`src/rtl/tw_pkg.sv`:
```
package tw_pkg;
  timeunit 1ns; timeprecision 100ps;

  localparam int unsigned TW_BYTE_W = 8;
  localparam int unsigned TW_CNT_W  = $clog2(TW_BYTE_W + 1);

  typedef enum logic [2:0] {
    ST_IDLE,
    ST_ADDR,
    ST_ADDR_ACK,
    ST_WR_BYTE,
    ST_WR_ACK,
    ST_RD_BYTE,
    ST_RD_ACK
  } tw_state_e;
endpackage

```
`src/rtl/tw_bus_cond.sv`:
```
module tw_bus_cond #(
  parameter int unsigned SYNC_STAGES = 2
) (
  input  logic clk_i,
  input  logic rst_ni,
  input  logic scl_i,
  input  logic sda_i,
  output logic sda_o,
  output logic scl_rise_o,
  output logic scl_fall_o,
  output logic start_o,
  output logic stop_o
);
  timeunit 1ns; timeprecision 100ps;

  logic [SYNC_STAGES-1:0] scl_sync, sda_sync;
  logic scl_s, sda_s, scl_q, sda_q;

  always_ff @(posedge clk_i or negedge rst_ni) begin
    if (!rst_ni) begin
      scl_sync <= '1;
      sda_sync <= '1;
      scl_q    <= 1'b1;
      sda_q    <= 1'b1;
    end else begin
      scl_sync[0] <= scl_i;
      sda_sync[0] <= sda_i;
      for (int i = 1; i < int'(SYNC_STAGES); i++) begin
        scl_sync[i] <= scl_sync[i-1];
        sda_sync[i] <= sda_sync[i-1];
      end
      scl_q <= scl_s;
      sda_q <= sda_s;
    end
  end

  assign scl_s = scl_sync[SYNC_STAGES-1];
  assign sda_s = sda_sync[SYNC_STAGES-1];

  assign sda_o      = sda_s;
  assign scl_rise_o = scl_s & ~scl_q;
  assign scl_fall_o = ~scl_s & scl_q;
  // data edges while clock stays high are bus conditions
  assign start_o    = scl_s & scl_q & sda_q & ~sda_s;
  assign stop_o     = scl_s & scl_q & ~sda_q & sda_s;
endmodule

```
`src/rtl/tw_ptr.sv`:
```
module tw_ptr #(
  parameter int unsigned NUM_REGS    = 8,
  parameter int unsigned FREEZE_LAST = 6,
  parameter int unsigned AW          = 3
) (
  input  logic          clk_i,
  input  logic          rst_ni,
  input  logic          load_i,
  input  logic [AW-1:0] load_val_i,
  input  logic          wr_inc_i,
  input  logic          rd_inc_i,
  input  logic          rd_entry_i,
  input  logic          stop_i,
  output logic [AW-1:0] ptr_o,
  output logic          freeze_o
);
  timeunit 1ns; timeprecision 100ps;

  localparam logic [AW-1:0] PTR_TOP = AW'(NUM_REGS - 1);

  logic [AW-1:0] ptr_q, ptr_nxt;
  logic          freeze_q;

  assign ptr_nxt = (ptr_q == PTR_TOP) ? '0 : ptr_q + 1'b1;

  always_ff @(posedge clk_i or negedge rst_ni) begin
    if (!rst_ni) begin
      ptr_q <= '0;
    end else if (load_i) begin
      ptr_q <= load_val_i;
    end else if (wr_inc_i || rd_inc_i) begin
      ptr_q <= ptr_nxt;
    end
  end

  always_ff @(posedge clk_i or negedge rst_ni) begin
    if (!rst_ni) begin
      freeze_q <= 1'b0;
    end else if (stop_i) begin
      freeze_q <= 1'b0;
    end else if (rd_entry_i) begin
      freeze_q <= (32'(ptr_q) <= FREEZE_LAST);
    end else if (rd_inc_i) begin
      freeze_q <= (32'(ptr_nxt) <= FREEZE_LAST);
    end
  end

  assign ptr_o    = ptr_q;
  assign freeze_o = freeze_q;
endmodule

```
`src/rtl/tw_xfer_fsm.sv`:
```
module tw_xfer_fsm
  import tw_pkg::*;
#(
  parameter logic [6:0]  DEV_ADDR = 7'h68,
  parameter int unsigned AW       = 3
) (
  input  logic                 clk_i,
  input  logic                 rst_ni,
  input  logic                 sda_i,
  input  logic                 scl_rise_i,
  input  logic                 scl_fall_i,
  input  logic                 start_i,
  input  logic                 stop_i,
  input  logic [TW_BYTE_W-1:0] rdata_i,
  output logic                 sda_oe_o,
  output logic                 wr_o,
  output logic [TW_BYTE_W-1:0] wdata_o,
  output logic                 ptr_load_o,
  output logic [AW-1:0]        ptr_load_val_o,
  output logic                 rd_inc_o,
  output logic                 rd_entry_o
);
  timeunit 1ns; timeprecision 100ps;

  localparam logic [TW_CNT_W-1:0] LAST_BIT = TW_CNT_W'(TW_BYTE_W);

  tw_state_e            state_q;
  logic [TW_CNT_W-1:0]  cnt_q;
  logic [TW_BYTE_W-1:0] rx_q, tx_q;
  logic                 oe_q, first_q, rw_q;
  logic                 byte_done, addr_hit, quiet, wr_fall;

  assign byte_done = (cnt_q == LAST_BIT);
  assign addr_hit  = (rx_q[TW_BYTE_W-1:1] == DEV_ADDR);
  assign quiet     = ~start_i & ~stop_i;

  always_ff @(posedge clk_i or negedge rst_ni) begin
    if (!rst_ni) begin
      state_q <= ST_IDLE;
      cnt_q   <= '0;
      rx_q    <= '0;
      tx_q    <= '0;
      oe_q    <= 1'b0;
      first_q <= 1'b0;
      rw_q    <= 1'b0;
    end else if (start_i) begin
      state_q <= ST_ADDR;
      cnt_q   <= '0;
      oe_q    <= 1'b0;
    end else if (stop_i) begin
      state_q <= ST_IDLE;
      oe_q    <= 1'b0;
    end else begin
      case (state_q)
        ST_ADDR, ST_WR_BYTE: begin
          if (scl_rise_i) begin
            rx_q  <= {rx_q[TW_BYTE_W-2:0], sda_i};
            cnt_q <= cnt_q + 1'b1;
          end else if (scl_fall_i && byte_done) begin
            if (state_q == ST_ADDR) begin
              if (addr_hit) begin
                state_q <= ST_ADDR_ACK;
                oe_q    <= 1'b1;
                rw_q    <= rx_q[0];
              end else begin
                state_q <= ST_IDLE;
              end
            end else begin
              state_q <= ST_WR_ACK;
              oe_q    <= 1'b1;
              first_q <= 1'b0;
            end
          end
        end
        ST_ADDR_ACK: begin
          if (scl_fall_i) begin
            cnt_q <= '0;
            if (rw_q) begin
              state_q <= ST_RD_BYTE;
              tx_q    <= rdata_i;
              oe_q    <= ~rdata_i[TW_BYTE_W-1];
            end else begin
              state_q <= ST_WR_BYTE;
              first_q <= 1'b1;
              oe_q    <= 1'b0;
            end
          end
        end
        ST_WR_ACK: begin
          if (scl_fall_i) begin
            state_q <= ST_WR_BYTE;
            cnt_q   <= '0;
            oe_q    <= 1'b0;
          end
        end
        ST_RD_BYTE: begin
          if (scl_rise_i) begin
            cnt_q <= cnt_q + 1'b1;
          end else if (scl_fall_i) begin
            if (byte_done) begin
              state_q <= ST_RD_ACK;
              oe_q    <= 1'b0;
            end else begin
              tx_q <= {tx_q[TW_BYTE_W-2:0], 1'b0};
              oe_q <= ~tx_q[TW_BYTE_W-2];
            end
          end
        end
        ST_RD_ACK: begin
          if (scl_fall_i) begin
            if (rw_q) begin
              state_q <= ST_RD_BYTE;
              cnt_q   <= '0;
              tx_q    <= rdata_i;
              oe_q    <= ~rdata_i[TW_BYTE_W-1];
            end else begin
              state_q <= ST_IDLE;
              oe_q    <= 1'b0;
            end
          end else if (scl_rise_i) begin
            // rw_q reused as "host acknowledged" for the byte just sent
            rw_q <= ~sda_i;
          end
        end
        default: state_q <= ST_IDLE;
      endcase
    end
  end

  assign wr_fall        = (state_q == ST_WR_BYTE) && scl_fall_i && byte_done && quiet;
  assign ptr_load_o     = wr_fall & first_q;
  assign wr_o           = wr_fall & ~first_q;
  assign wdata_o        = rx_q;
  assign ptr_load_val_o = rx_q[AW-1:0];
  assign rd_inc_o       = (state_q == ST_RD_ACK) && scl_rise_i && !sda_i && quiet;
  assign rd_entry_o     = (state_q == ST_ADDR_ACK) && scl_fall_i && rw_q && quiet;
  assign sda_oe_o       = oe_q;
endmodule

```
`src/rtl/tw_reg_slave.sv`:
```
module tw_reg_slave
  import tw_pkg::*;
#(
  parameter logic [6:0]  DEV_ADDR    = 7'h68,
  parameter int unsigned NUM_REGS    = 8,
  parameter int unsigned FREEZE_LAST = 6,
  parameter int unsigned SYNC_STAGES = 2,
  localparam int unsigned AW = (NUM_REGS > 1) ? $clog2(NUM_REGS) : 1
) (
  input  logic                 clk_i,
  input  logic                 rst_ni,
  input  logic                 scl_i,
  input  logic                 sda_i,
  output logic                 sda_oe_o,
  output logic                 freeze_o,
  output logic [AW-1:0]        reg_addr_o,
  output logic                 reg_wr_o,
  output logic [TW_BYTE_W-1:0] reg_wdata_o,
  input  logic [TW_BYTE_W-1:0] reg_rdata_i
);
  timeunit 1ns; timeprecision 100ps;

  logic          sda_s, scl_rise, scl_fall, start_det, stop_det;
  logic          ptr_load, rd_inc, rd_entry;
  logic [AW-1:0] ptr_load_val, ptr_q;

  tw_bus_cond #(.SYNC_STAGES(SYNC_STAGES)) u_cond (
    .clk_i      (clk_i),
    .rst_ni     (rst_ni),
    .scl_i      (scl_i),
    .sda_i      (sda_i),
    .sda_o      (sda_s),
    .scl_rise_o (scl_rise),
    .scl_fall_o (scl_fall),
    .start_o    (start_det),
    .stop_o     (stop_det)
  );

  tw_xfer_fsm #(.DEV_ADDR(DEV_ADDR), .AW(AW)) u_fsm (
    .clk_i          (clk_i),
    .rst_ni         (rst_ni),
    .sda_i          (sda_s),
    .scl_rise_i     (scl_rise),
    .scl_fall_i     (scl_fall),
    .start_i        (start_det),
    .stop_i         (stop_det),
    .rdata_i        (reg_rdata_i),
    .sda_oe_o       (sda_oe_o),
    .wr_o           (reg_wr_o),
    .wdata_o        (reg_wdata_o),
    .ptr_load_o     (ptr_load),
    .ptr_load_val_o (ptr_load_val),
    .rd_inc_o       (rd_inc),
    .rd_entry_o     (rd_entry)
  );

  tw_ptr #(.NUM_REGS(NUM_REGS), .FREEZE_LAST(FREEZE_LAST), .AW(AW)) u_ptr (
    .clk_i      (clk_i),
    .rst_ni     (rst_ni),
    .load_i     (ptr_load),
    .load_val_i (ptr_load_val),
    .wr_inc_i   (reg_wr_o),
    .rd_inc_i   (rd_inc),
    .rd_entry_i (rd_entry),
    .stop_i     (stop_det),
    .ptr_o      (ptr_q),
    .freeze_o   (freeze_o)
  );

  assign reg_addr_o = ptr_q;
endmodule

```
`config.mk`:
```
export PLATFORM = sky130hd
export DESIGN_NAME = tw_reg_slave
export DESIGN_NICKNAME = d
export VERILOG_FILES = /design/src/rtl/tw_pkg.sv /design/src/rtl/tw_bus_cond.sv /design/src/rtl/tw_ptr.sv /design/src/rtl/tw_xfer_fsm.sv /design/src/rtl/tw_reg_slave.sv
export SDC_FILE = /design/constraint.sdc
export NUM_CORES = 1
export LEC_CHECK = 0
export BUFFER_PORTS_ARGS = -buffer_cell sky130_fd_sc_hd__buf_2
export CORE_ASPECT_RATIO = 2
export CORE_MARGIN = 2
export CORE_UTILIZATION = 25
export DETAILED_ROUTE_END_ITERATION = 8
export PLACE_DENSITY = 0.39
export SLEW_MARGIN = 10
export SYNTH_ARGS = -nofsm -noshare
export SYNTH_HDL_FRONTEND = slang
export SYNTH_HIERARCHICAL = 1
export SYNTH_SLANG_ARGS = --single-unit
```
`constraint.sdc`:
```
create_clock -name clk_i -period 2.9 [get_ports clk_i]
set_input_delay 0.435 -clock clk_i [delete_from_list [all_inputs] [get_ports clk_i]]
set_output_delay 0.435 -clock clk_i [all_outputs]
set_load 0.05 [all_outputs]
```
# Yosys cells after proc, flatten, opt, wreduce, memory -nomap -nowiden

Index checks and enable logic that the tools add are counted.
Widths: inputs -> output; s select.

Output and inout bits: 14
Logic and storage cells: 164
Input bits: 12
Register bits after elaboration: 35

Reduce and logical (&&, ||, !) cells: 30
Equality and inequality tests: 38
Order comparisons: 2
Bitwise gates (word level): 19
Mux-type cells: 60
Add/sub/neg operators: 2

Operators with widths:

| kind               | count |
|---|---|
| $mux 3             | 16 |
| $mux 7             | 5 |
| $reduce_and 8->1   | 4 |
| $ne 4x1->1 const B | 7 |
| $mux 1             | 26 |
| $mux 4             | 6 |
| $ne 2x1->1 const B | 9 |
| $pmux 3 s5         | 1 |
| $pmux 7 s2         | 1 |
| $eq 3x3->1 const B | 4 |
| $ne 2x2->1 const B | 6 |
| $ne 3x1->1 const B | 4 |
| $pmux 4 s3         | 1 |
| $and 1x1->1        | 10 |
| $logic_and 1x1->1  | 10 |
| $not 1->1          | 9 |
| $reduce_and 9->1   | 1 |
| $ne 4x4->1 const B | 2 |
| $reduce_bool 2->1  | 4 |
| $eq 7x7->1 const B | 1 |
| $eq 3x2->1 const B | 2 |
| $le 3x3->1 const B | 2 |
| $reduce_and 6->1   | 1 |
| $reduce_bool 6->1  | 1 |
| 15 further kinds   | 18 |

# Depth between registers and ports, before layout

Gate-level depths: netlist of run 1.

Depth after elaboration: 10
Gate-level depth with buffers: 8
Mapped depth without buffers: 8

# Hierarchy

Netlist of run 1, hierarchy kept.

Modules (own cells, without submodules):

| module      | cells each | times used | area an instance (um2) | sequential area each (um2) |
|---|---|---|---|---|
| tw_xfer_fsm | 149        | 1          | 1,542.7                | 625.6 |
| tw_ptr      | 25         | 1          | 266.5                  | 100.1 |
| tw_bus_cond | 10         | 1          | 190.2                  | 157.7 |

# Worst setup path before layout of run 1

Ideal clock, no wire load.

Path type: register to register
From: reg u_cond.sda_sync[1]
To: reg u_ptr.ptr_q[1], in the netlist u_ptr/ptr_o[1]
Data arrival time: 2.933 ns
Required time: 2.775 ns
Clock period less this slack: 3.058 ns
Slack: -0.158 ns
Path buffers: 0
Cell stages (with the launch flop): 9
Library setup time: 0.125 ns
Cell sequence: dfstp_2 and4b_1 nor2_4 nand2_1 or4_1 nor2_1 nor2_4 mux2i_1 mux2_2

Longest elaborated chain between the ends: 8
Elaborated cells between the ends (all ways): 15
Those cells by class: mux (1); bitwise (8); reduce/logical (6)

RTL lines:

| element                           | RTL line           | RTL |
|---|---|---|
| from (decl)                       | tw_bus_cond.sv:16  | `logic [SYNC_STAGES-1:0] scl_sync, sda_sync;` |
| from (signal, indexed assignment) | tw_bus_cond.sv:30  | `sda_sync[i] <= sda_sync[i-1];` |
| $not 1->1                         | tw_bus_cond.sv:44  | `assign start_o = scl_s & scl_q & sda_q & ~sda_s;` |
| $and 1x1->1                       | tw_bus_cond.sv:44  |  |
| via start_det                     | tw_reg_slave.sv:23 | `logic sda_s, scl_rise, scl_fall, start_det, stop_det;` |
| $not 1->1 (no line)               | -                  |  |
| $and 1x1->1                       | tw_xfer_fsm.sv:35  | `assign quiet = ~start_i & ~stop_i;` |
| $logic_and 1x1->1                 | tw_xfer_fsm.sv:130 | `assign wr_fall = (state_q == ST_WR_BYTE) && scl_fall_i && byte_done && quiet;` |
| $and 1x1->1                       | tw_xfer_fsm.sv:132 | `assign wr_o = wr_fall & ~first_q;` |
| via reg_wr_o                      | tw_reg_slave.sv:17 | `output logic reg_wr_o,` |
| $logic_or 1x1->1                  | tw_ptr.sv:31       | `end else if (wr_inc_i \|\| rd_inc_i) begin` |
| $reduce_bool 2->1 (no line)       | -                  |  |
| to (signal assigned)              | tw_ptr.sv:30       | `ptr_q <= load_val_i;` |
| to (signal assigned)              | tw_ptr.sv:32       | `ptr_q <= ptr_nxt;` |
| to (decl)                         | tw_ptr.sv:21       | `logic [AW-1:0] ptr_q, ptr_nxt;` |

The timed path passes the listed nets, and every way through them passes these cells.
A chain may end at the register's enable or synchronous reset.

# Worst setup path after layout of run 1

From: reg u_cond.sda_sync[1]
To: out reg_wr_o

Longest elaborated chain between the ends: 6
Elaborated cells between the ends (all ways): 8
Those cells by class: bitwise (7); reduce/logical (1)

RTL lines:

| element             | RTL line |
|---|---|
| $not 1->1           | tw_bus_cond.sv:44 |
| $and 1x1->1         | tw_bus_cond.sv:44 |
| via start_det       | tw_reg_slave.sv:23 |
| $not 1->1 (no line) | - |
| $and 1x1->1         | tw_xfer_fsm.sv:35 |
| $logic_and 1x1->1   | tw_xfer_fsm.sv:130 |
| $and 1x1->1         | tw_xfer_fsm.sv:132 |
| to (decl)           | tw_reg_slave.sv:17 |

The timed path passes the listed nets, and every way through them passes these cells.

==> impl_metrics.csv, run 1 <==
group,metric,value,unit
timing,min_period,2776,ps
timing,finalCritPeriodShare,0.9573,
synthesis,synth_area_per_cell,10.87,sq um
power_and_ir_drop,clock_power_share,0.340,
routing,drt-initial-drc-count,117,
power_and_ir_drop,p_per_area,654.8,nW/um^2
finish,nFillCells,857,
timing,max_freq,360.2,MHz
power_and_ir_drop,swShare,0.3369,
synthesis,synth_xor_area_frac,0,
routing,vias_per_cell,4.965,
die,dieArea,8772,sq um
critical_path,critPathBufInv,1,
routing,routedWlPerCell,15.04,um
critical_path,worst_r2r_path_depth,6,
critical_path,path_max_fanout,7,
routing,firstDrtPassIters,6,
clock_tree,cts_buffers,5,
clock_tree,cts_root_buffer,"clkbuf_16",
finish,areaGrowthSynthToFinish,20.46,%
power_and_ir_drop,p_int,0.001046,W
die,ios,26,
routing,via_count,1549,
synthesis,synth_cell_types,56,
routing,drc,0,
timing,timing.final.max_slew_violations,0,
finish,design_area,2409,sq um
power_and_ir_drop,power_switching,0.0005313,W
timing,finalSetupViolations,0,
critical_path,critPathMaxStageDelay,570,ps
power_and_ir_drop,seqPwrFrac,0.395,
critical_path,critPathArrivalTime,2340,ps
synthesis,synth_area,1999,sq um
synthesis,yosys_warnings,6,
synthesis,synth_cells,184,
synthesis,synthAdderAreaFrac,0.03755,
power_and_ir_drop,p_comb_frac,0.265,
clock_tree,clock_latency,280,ps
timing,worst_slew_pin_slew,784.9,ps
critical_path,crit_path_end_kind,"output pin",
global_route,grt_first_pass_wirelength,7845,um
clock_tree,clock_sinks,35,
synthesis,synth-edff-count,0,
placement,port_buffers,25,
die,rows,46,
global_route,overflow,0,
synthesis,synth_nets,202,
synthesis,synth_top_family_by_area,"simple AND/OR/NAND/NOR gates",
flow_run,cap_violations,0,
power_and_ir_drop,ir_drop,0.5452,mV
timing,finalSetupTns,0,ps
die,die_h,130.5,um
routing,ant_nets,0,
finish,drive_above_1_share,0.3519,
synthesis,synthMuxAreaShare,0.1395,
synthesis,async_flop_share,1.000,
synthesis,synth-compound-area-share,0.1471,
global_route,grt_pass1_vias,1586,
worst_hold_path,hold_path_class,"primary input to async pin",
timing,rsz0062_at_grt,"false",
clock_tree,cts_tree,"built",
placement,dp_hpwl,3453,um
run_status,outcome,"finished clean",
finish,layout.nets,233,
clock_tree,ctsHtreeMaxLevel,2,
placement,gp_congestion,0.8149,
synthesis,synth-seq-area-share,0.4418,
timing,finalHoldViolCount,0,
critical_path,r2r_slack,440,ps
critical_path,r2r_start,"u_cond/sda_sync[1]$_DFF_PN1_",
finish,diodes,0,
clock_tree,clk_pin_slew,50,ps
clock_tree,cts_max_path_buffers,2,
synthesis,ys_seq_elements,35,
global_route,grt_max_degree,36,
timing,fin_skew,2.895,ps
routing,finalWirelength,4691,um
synthesis,synth_simple_gate_area_frac,0.1890,
critical_path,cp_top_family,"simple AND/OR/NAND/NOR gates",
power_and_ir_drop,p_leak,1.100,nW
global_route,grt_usage,0.1195,
placement,place_area,2258,sq um
critical_path,crit_chain,"and4b_1 -> nor2_4 -> nand2_1 -> or4_1 -> nor2_2 -> buf_4",
critical_path,critPathKind,"flop to output pin",
critical_path,slowest_stage,"dfstp_2",
critical_path,startpoint_type,"flop",
synthesis,ys.flop_type,"dfrtp_1",
critical_path,cp_data_required_time,2470,ps
die,core,7828,sq um
critical_path,rr_endpoint,"u_ptr/ptr_o[1]$_DFFE_PN0P_",
die,fp.dieW,67.24,um
die,initial_utilization,0.2554,
timing,max_slew_margin,0.4768,
global_route,antenna_found_initial,0,
## cells in the final DEF, fill, tap and decap left out, drive strengths merged, types with 3 or more instances in the layout
master  instances
or2             3
buf            34
dfrtp          29
clkbuf          7
o21ai           6
a21oi           6
inv             9
and4b           3
ha              6
mux2           23
nand2b          5
o31ai           5
and2            3
nand3           5
dfstp           6
nor2b           6
nor2           11
nand2           7
## worst register-to-register path: stages, from the launching register on
cell	delay (ps)
dfstp_2	570
and4b_1	290
nor2_4	140
nand2_1	80
or4_1	560
nor2_1	340
mux2_2	380
## final cells by class
cell class,instances,area (sq um),share of cell area
clock buffers,7,142.6,0.05922
well taps,96,120.1,0.04987
repair buffers,34,195.2,0.08104
multi-input cells,130,1028,0.4270
flip-flops and latches,35,883.3,0.3668
clock inverters,1,5.005,0.002078
inverters,9,33.78,0.01403
## synthesized netlist by cell type (all sizes together), types with 2 or more instances
library cell / instances / share of area
dfrtp: 29 / 0.36
mux2: 23 / 0.13
nor2: 11 / 0.029
inv: 9 / 0.017
buf: 7 / 0.023
nand2: 7 / 0.013
a21oi: 6 / 0.017
dfstp: 6 / 0.079
ha: 6 / 0.038
nor2b: 6 / 0.019
o21ai: 6 / 0.015
nand2b: 5 / 0.016
nand3: 5 / 0.013
o31ai: 5 / 0.019
and2: 3 / 0.0094
and4b: 3 / 0.015
clkbuf: 3 / 0.0056
or2: 3 / 0.0094
a211oi: 2 / 0.0075
a221o: 2 / 0.010
a311o: 2 / 0.010
and3b: 2 / 0.0088
mux2i: 2 / 0.010
nand4b: 2 / 0.0088
nor3: 2 / 0.0050
o22ai: 2 / 0.0063
or3: 2 / 0.0063
## worst max path at each step
stage	startpoint	end	slack [ps]	depth (start not counted)
2_1_floorplan	u_cond/sda_sync[1]$_DFF_PN1_	u_ptr/ptr_o[1]$_DFFE_PN0P_	100	8
3_3_place_gp	u_cond/sda_sync[1]$_DFF_PN1_	reg_wr_o	370	6
3_5_place_dp	u_cond/sda_sync[1]$_DFF_PN1_	reg_wr_o	350	6
4_1_cts	u_cond/sda_sync[1]$_DFF_PN1_	reg_wr_o	50	6
5_1_grt	u_cond/sda_sync[1]$_DFF_PN1_	reg_wr_o	20	6
6_report	u_cond/sda_sync[1]$_DFF_PN1_	reg_wr_o	120	6
## power groups by stage
stage | logic [W] | clock network (W) | registers [W]
2_1_floorplan | 0.000301 | 0 | 0.000646
6_report | 0.000418 | 0.000536 | 0.000623
5_1_grt | 0.000456 | 0.000578 | 0.000633
4_1_cts | 0.000421 | 0.000555 | 0.000624
3_5_place_dp | 0.000418 | 0 | 0.000633
3_3_place_gp | 0.000422 | 0 | 0.000628
## registers in the layout, summed over array words and instances, names as in the netlist
register	count
u_fsm/first_q	1
u_fsm/tx_q	7
u_cond/scl_sync	2
u_fsm/cnt_q	4
u_fsm/wdata_o	8
u_ptr/ptr_o	3
u_ptr/freeze_o	1
u_cond/sda_q	1
u_fsm/sda_oe_o	1
u_fsm/state_q	3
u_cond/sda_sync	2
u_cond/scl_q	1
u_fsm/rw_q	1
## layer usage
| layer | GRT usage | wire [um] | part of all wire |
|---|---|---|---|
| met5 | 0 | 0 | 0 |
| met4 | 0.04322 | 70 | 0.015 |
| met3 | 0.02055 | 164 | 0.035 |
| met2 | 0.2009 | 2400 | 0.51 |
| met1 | 0.1512 | 2055 | 0.44 |
## logic make-up after synthesis
group,count (synthesis)
fa+ha+maj,6
flops,35
compound gates,39
simple gates,60
buf+inv,19
mux,25
## repair_timing
action / in CTS / in global routing
endpoints found under the hold margin: 0 / 0
hold buffers: 0 / 0
setup buffers: 0 / 0
gates resized for setup: 0 / 2
endpoints found under the setup margin: 0 / 1
## per-stage QoR
step                        util  setup WS (ps)  power (W)  std cells  hold slack (ps)
after floorplan                -          101.9  0.0009468        184            139.4
final                     0.3077          123.7   0.001577        312            242.0
after detailed placement  0.2885          347.0   0.001051        304            346.8
after CTS                 0.3074          45.65   0.001600        312            248.3
after global placement    0.2885          373.3   0.001050        304            347.3
after global routing      0.3077          16.35   0.001668        312            252.6
Power figures use the tool's default switching activity.
==> inputs of run 2 (changes only) <==
==> constraint.sdc (replaced) <==
create_clock -name clk_i -period 3.54 [get_ports clk_i]
set_input_delay 0.531 -clock clk_i [delete_from_list [all_inputs] [get_ports clk_i]]
set_output_delay 0.531 -clock clk_i [all_outputs]
set_load 0.05 [all_outputs]
==> run 2 against run 1 <==
Net effect: sequential share of layout area up 0.70 points; worst setup slack better by 170 ps; utilization down 0.58 points; largest cell class unchanged; largest power group unchanged; highest routed layer unchanged.
==> impl_metrics.csv, run 2 (same netlist as run 1, synthesis figures left out) <==
group,metric,value,unit
critical_path,critPathKind,"flop to output pin",
die,core,7828,sq um
global_route,antenna_found_initial,0,
timing,finalSetupTns,0,ps
routing,drt-initial-drc-count,42,
placement,gp_congestion,0.8574,
clock_tree,ctsHtreeMaxLevel,2,
finish,mostFrequentLayoutCells,"dfrtp_1, buf_2, mux2_2",
clock_tree,ctsHoldBuffers,0,
power_and_ir_drop,p_per_area,531.8,nW/um^2
clock_tree,clock_sinks,35,
critical_path,critPathMaxStageDelay,560,ps
timing,finalHoldViolCount,0,
critical_path,slowest_stage,"dfstp_2",
die,initial_utilization,0.2554,
routing,routedWlPerCell,15.35,um
die,dieArea,8772,sq um
clock_tree,post_cts_buffers,0,
critical_path,crit_path_end_kind,"output pin",
global_route,grt_max_degree,36,
routing,finalWirelength,4728,um
global_route,grt_usage,0.1211,
global_route,overflow,0,
global_route,grt_first_pass_wirelength,8059,um
die,ios,26,
critical_path,critPathBufInv,1,
finish,drive_above_1_share,0.3302,
critical_path,critPathArrivalTime,2720,ps
finish,largest_reg_flops,8,
placement,place_ws,571.8,ps
finish,layout.nets,229,
flow_run,cap_violations,0,
routing,ant_nets,0,
power_and_ir_drop,finalPower,0.001257,W
timing,finalCritPeriodShare,0.9170,
timing,layout_setup_ws,293.7,ps
clock_tree,clk_pin_slew,50,ps
finish,multi_input_area,1026,sq um
clock_tree,cts_root_buffer,"clkbuf_16",
critical_path,path_max_fanout,9,
timing,fin_skew,3.242,ps
placement,port_buffers,25,
routing,firstDrtPassIters,4,
die,fp.dieW,67.24,um
clock_tree,cts_tree,"built",
die,rows,46,
critical_path,crit_chain,"and4b_1 -> nor2_4 -> nand2_1 -> or4_1 -> nor2_1 -> buf_2",
die,die_h,130.5,um
routing,vias_per_cell,5.042,
timing,max_freq,308.0,MHz
finish,ff_latch_area,883.3,sq um
routing,via_count,1553,
critical_path,cp_data_required_time,3010,ps
finish,final_common_cell,"dfrtp_1",
timing,rsz0062_at_grt,"false",
critical_path,startpoint_type,"flop",
routing,drc,0,
global_route,grt_pass1_vias,1622,
clock_tree,cts_buffers,5,
placement,dp_hpwl,3413,um
finish,post-route-util,0.3020,
timing,finalSetupViolations,0,
finish,areaGrowthSynthToFinish,18.21,%
finish,nFillCells,864,
clock_tree,cts-resized-gates,0,
timing,min_period,3246,ps
finish,diodes,0,
timing,worst_slew_pin_slew,793.3,ps
power_and_ir_drop,ir_drop,0.2767,mV
worst_hold_path,hold_path_class,"primary input to async pin",
timing,timing.final.max_slew_violations,0,
critical_path,worst_r2r_path_depth,8,
run_status,outcome,"finished clean",
clock_tree,clock_latency,270,ps
timing,max_slew_margin,0.4711,
power_and_ir_drop,p_leak,1.076,nW
clock_tree,cts_max_path_buffers,2,
critical_path,cp_num_cells,6,
critical_path,cp_top_family,"simple AND/OR/NAND/NOR gates",
run 2: per-layer routing:
layer / wire, um / track usage / up-vias
met2: 2426 / 0.2021 / 44
met4: 87 / 0.04442 / 0
li1: - / - / 735
met1: 2004 / 0.1522 / 765
met3: 209 / 0.02397 / 9
met5: 0 / 0 / -
run 2: area by class of cell:
type	count	share of cell area
inverter	9	0.01429
tap	96	0.05082
timing repair buffer	30	0.06882
clock inverter	1	0.002118
multi-input combinational	130	0.4341
sequential	35	0.3737
clock buffer	7	0.05611
run 2: final timing paths:
path | start | end | slack (ps)
min | rst_ni | u_fsm/cnt_q[0]$_DFFE_PN0P_ | 340
max reg2reg | u_cond/sda_sync[1]$_DFF_PN1_ | u_ptr/ptr_o[1]$_DFFE_PN0P_ | 860
max in group asynchronous | rst_ni | u_fsm/tx_q[0]$_DFFE_PN0P_ | 2700
min reg2reg | u_cond/sda_sync[0]$_DFF_PN1_ | u_cond/sda_sync[1]$_DFF_PN1_ | 360
max | u_cond/sda_sync[1]$_DFF_PN1_ | reg_wr_o | 290
min in group clk_i | sda_i | u_cond/sda_sync[0]$_DFF_PN1_ | 350
run 2: power by group:
part,internal (W),switching (W)
clock network,0.000260,0.000157
logic,0.000120,0.000216
registers,0.000451,0.0000533
run 2: per-stage QoR:
stage / area, sq um / cells / hold slack [ps]
finish: 2364 / 308 / 338.9
global route: 2364 / 308 / 342.7
CTS: 2364 / 308 / 341.9
detailed placement: 2226 / 300 / 349.0
global placement: 2226 / 300 / 348.2
floorplan: 1999 / 184 / 235.4
==> inputs of run 3 (changes only) <==
--- a/config.mk
+++ b/config.mk
@@ -5,7 +5,7 @@
 export SDC_FILE = /design/constraint.sdc
 export NUM_CORES = 1
 export LEC_CHECK = 0
-export BUFFER_PORTS_ARGS = -buffer_cell sky130_fd_sc_hd__buf_2
+export BUFFER_PORTS_ARGS = -buffer_cell sky130_fd_sc_hd__clkbuf_2
 export CORE_ASPECT_RATIO = 2
 export CORE_MARGIN = 2
 export CORE_UTILIZATION = 25
==> run 3 against run 2 <==
Net effect: largest power group unchanged; largest cell class unchanged; count of clock-buffer cells in the layout grew 1; global-route usage grew 0.18 points; wire length grew 0.72%; highest routed layer unchanged.
==> impl_metrics.csv, run 3 (same netlist as run 1, synthesis figures left out) <==
group,metric,value,unit
timing,whs,334.1,ps
timing,rsz0062_at_grt,"false",
finish,design_area,2390,sq um
timing,timing.final.max_slew_violations,0,
timing,fin_skew,6.530,ps
global_route,grt_pass1_vias,1589,
flow_run,cap_violations,0,
finish,diodes,0,
timing,max_slew_margin,0.4082,
placement,port_buffers,25,
critical_path,crit_path_end_kind,"output pin",
finish,largest_reg_flops,8,
global_route,overflow,0,
clock_tree,post_cts_buffers,0,
power_and_ir_drop,p_leak,1.083,nW
die,core,7828,sq um
critical_path,startpoint_type,"flop",
power_and_ir_drop,swShare,0.3311,
timing,min_period,3270,ps
finish,final_common_cell,"dfrtp_1",
routing,drc,0,
finish,mostFrequentLayoutCells,"dfrtp_1, clkbuf_2, mux2_2",
timing,worst_slew_pin_slew,887.7,ps
global_route,grt_first_pass_wirelength,8038,um
clock_tree,cts_tree,"built",
timing,finalSetupTns,0,ps
finish,areaGrowthSynthToFinish,19.52,%
routing,routedWlPerCell,15.41,um
clock_tree,clock_sinks,35,
timing,finalHoldViolCount,0,
timing,max_freq,305.8,MHz
clock_tree,cts_buffers,5,
placement,gp_congestion,0.8962,
routing,drt-initial-drc-count,116,
worst_hold_path,hold_path_class,"primary input to flop",
critical_path,path_max_fanout,9,
power_and_ir_drop,p_comb_frac,0.256,
placement,dp_hpwl,3432,um
power_and_ir_drop,ir_drop,0.3688,mV
routing,firstDrtPassIters,4,
routing,vias_per_cell,5.000,
clock_tree,ctsHoldBuffers,0,
finish,drive_above_1_share,0.3380,
routing,via_count,1545,
critical_path,cp_data_required_time,3010,ps
clock_tree,cts_max_path_buffers,2,
timing,finalSetupViolations,0,
run_status,outcome,"finished clean",
die,rows,46,
global_route,grt_max_degree,36,
power_and_ir_drop,power_switching,0.0004305,W
power_and_ir_drop,finalPower,0.001300,W
clock_tree,cts-resized-gates,0,
clock_tree,cts_root_buffer,"clkbuf_16",
placement,place_area,2233,sq um
clock_tree,clock_latency,280,ps
critical_path,critPathArrivalTime,2740,ps
die,ios,26,
critical_path,critPathKind,"flop to output pin",
power_and_ir_drop,seqPwrFrac,0.392,
routing,ant_nets,0,
finish,post-route-util,0.3053,
power_and_ir_drop,clock_power_share,0.352,
clock_tree,ctsHtreeMaxLevel,2,
die,initial_utilization,0.2554,
timing,finalCritPeriodShare,0.9238,
die,dieArea,8772,sq um
finish,layout.nets,230,
clock_tree,clk_pin_slew,50,ps
die,fp.dieW,67.24,um
power_and_ir_drop,p_per_area,544.1,nW/um^2
die,die_h,130.5,um
power_and_ir_drop,p_int,0.0008699,W
global_route,grt_usage,0.1229,
routing,finalWirelength,4762,um
global_route,antenna_found_initial,0,
-- run 3: metrics by stage --
| step | setup slack [ps] | instances |
|---|---|---|
| global placement | 592.0 | 301 |
| global route | 105.2 | 309 |
| finish | 269.8 | 309 |
| detailed placement | 558.4 | 301 |
| CTS | 250.2 | 309 |
| floorplan | 482.2 | 184 |
-- run 3: path summary, 6_finish.rpt --
check                      slack [ps]                    startpoint                           end  depth (start not counted)
setup / recovery                  270  u_cond/sda_sync[1]$_DFF_PN1_                      reg_wr_o                          6
setup reg to reg                  860  u_cond/sda_sync[1]$_DFF_PN1_    u_ptr/ptr_o[1]$_DFFE_PN0P_                          8
min in group asynchronous         370                        rst_ni    u_fsm/cnt_q[1]$_DFFE_PN0P_                          1
hold reg to reg                   350  u_cond/sda_sync[0]$_DFF_PN1_  u_cond/sda_sync[1]$_DFF_PN1_                          0
hold / removal                    330                         sda_i  u_cond/sda_sync[0]$_DFF_PN1_                          1
max in group asynchronous        2610                        rst_ni     u_fsm/tx_q[1]$_DFFE_PN0P_                          1
-- run 3: layout make-up --
class	instances	area [sq um]
Clock buffer	8	156.4
Fill cell	871	5438
Inverter	9	33.78
Multi-Input combinational cell	130	1026
Sequential cell	35	883.3
Tap cell	96	120.1
Timing Repair Buffer	31	170.2
-- run 3: layer usage --
metal  global-route usage  part of all wire  up-vias
li1                     -                 -      738
met1               0.1508              0.45      771
met2               0.2050              0.51       32
met3              0.02911             0.031        4
met4              0.04682             0.013        0
met5                    0                 0        -
-- run 3: power by group through the flow --
stage | sequential (W) | combinational, W | clock [W]
global route | 0.000518 | 0.000364 | 0.000496
detailed placement | 0.000518 | 0.000332 | 0
finish | 0.000510 | 0.000333 | 0.000458
CTS | 0.000512 | 0.000335 | 0.000476
global placement | 0.000515 | 0.000336 | 0
floorplan | 0.000529 | 0.000247 | 0
-- run 3: critical path, stage by stage, from the launching register on --
cell and delay, ps:
dfstp_2 570, and4b_1 300, nor2_4 240, nand2_1 190
or4_1 560, nor2_1 270, clkbuf_2 340
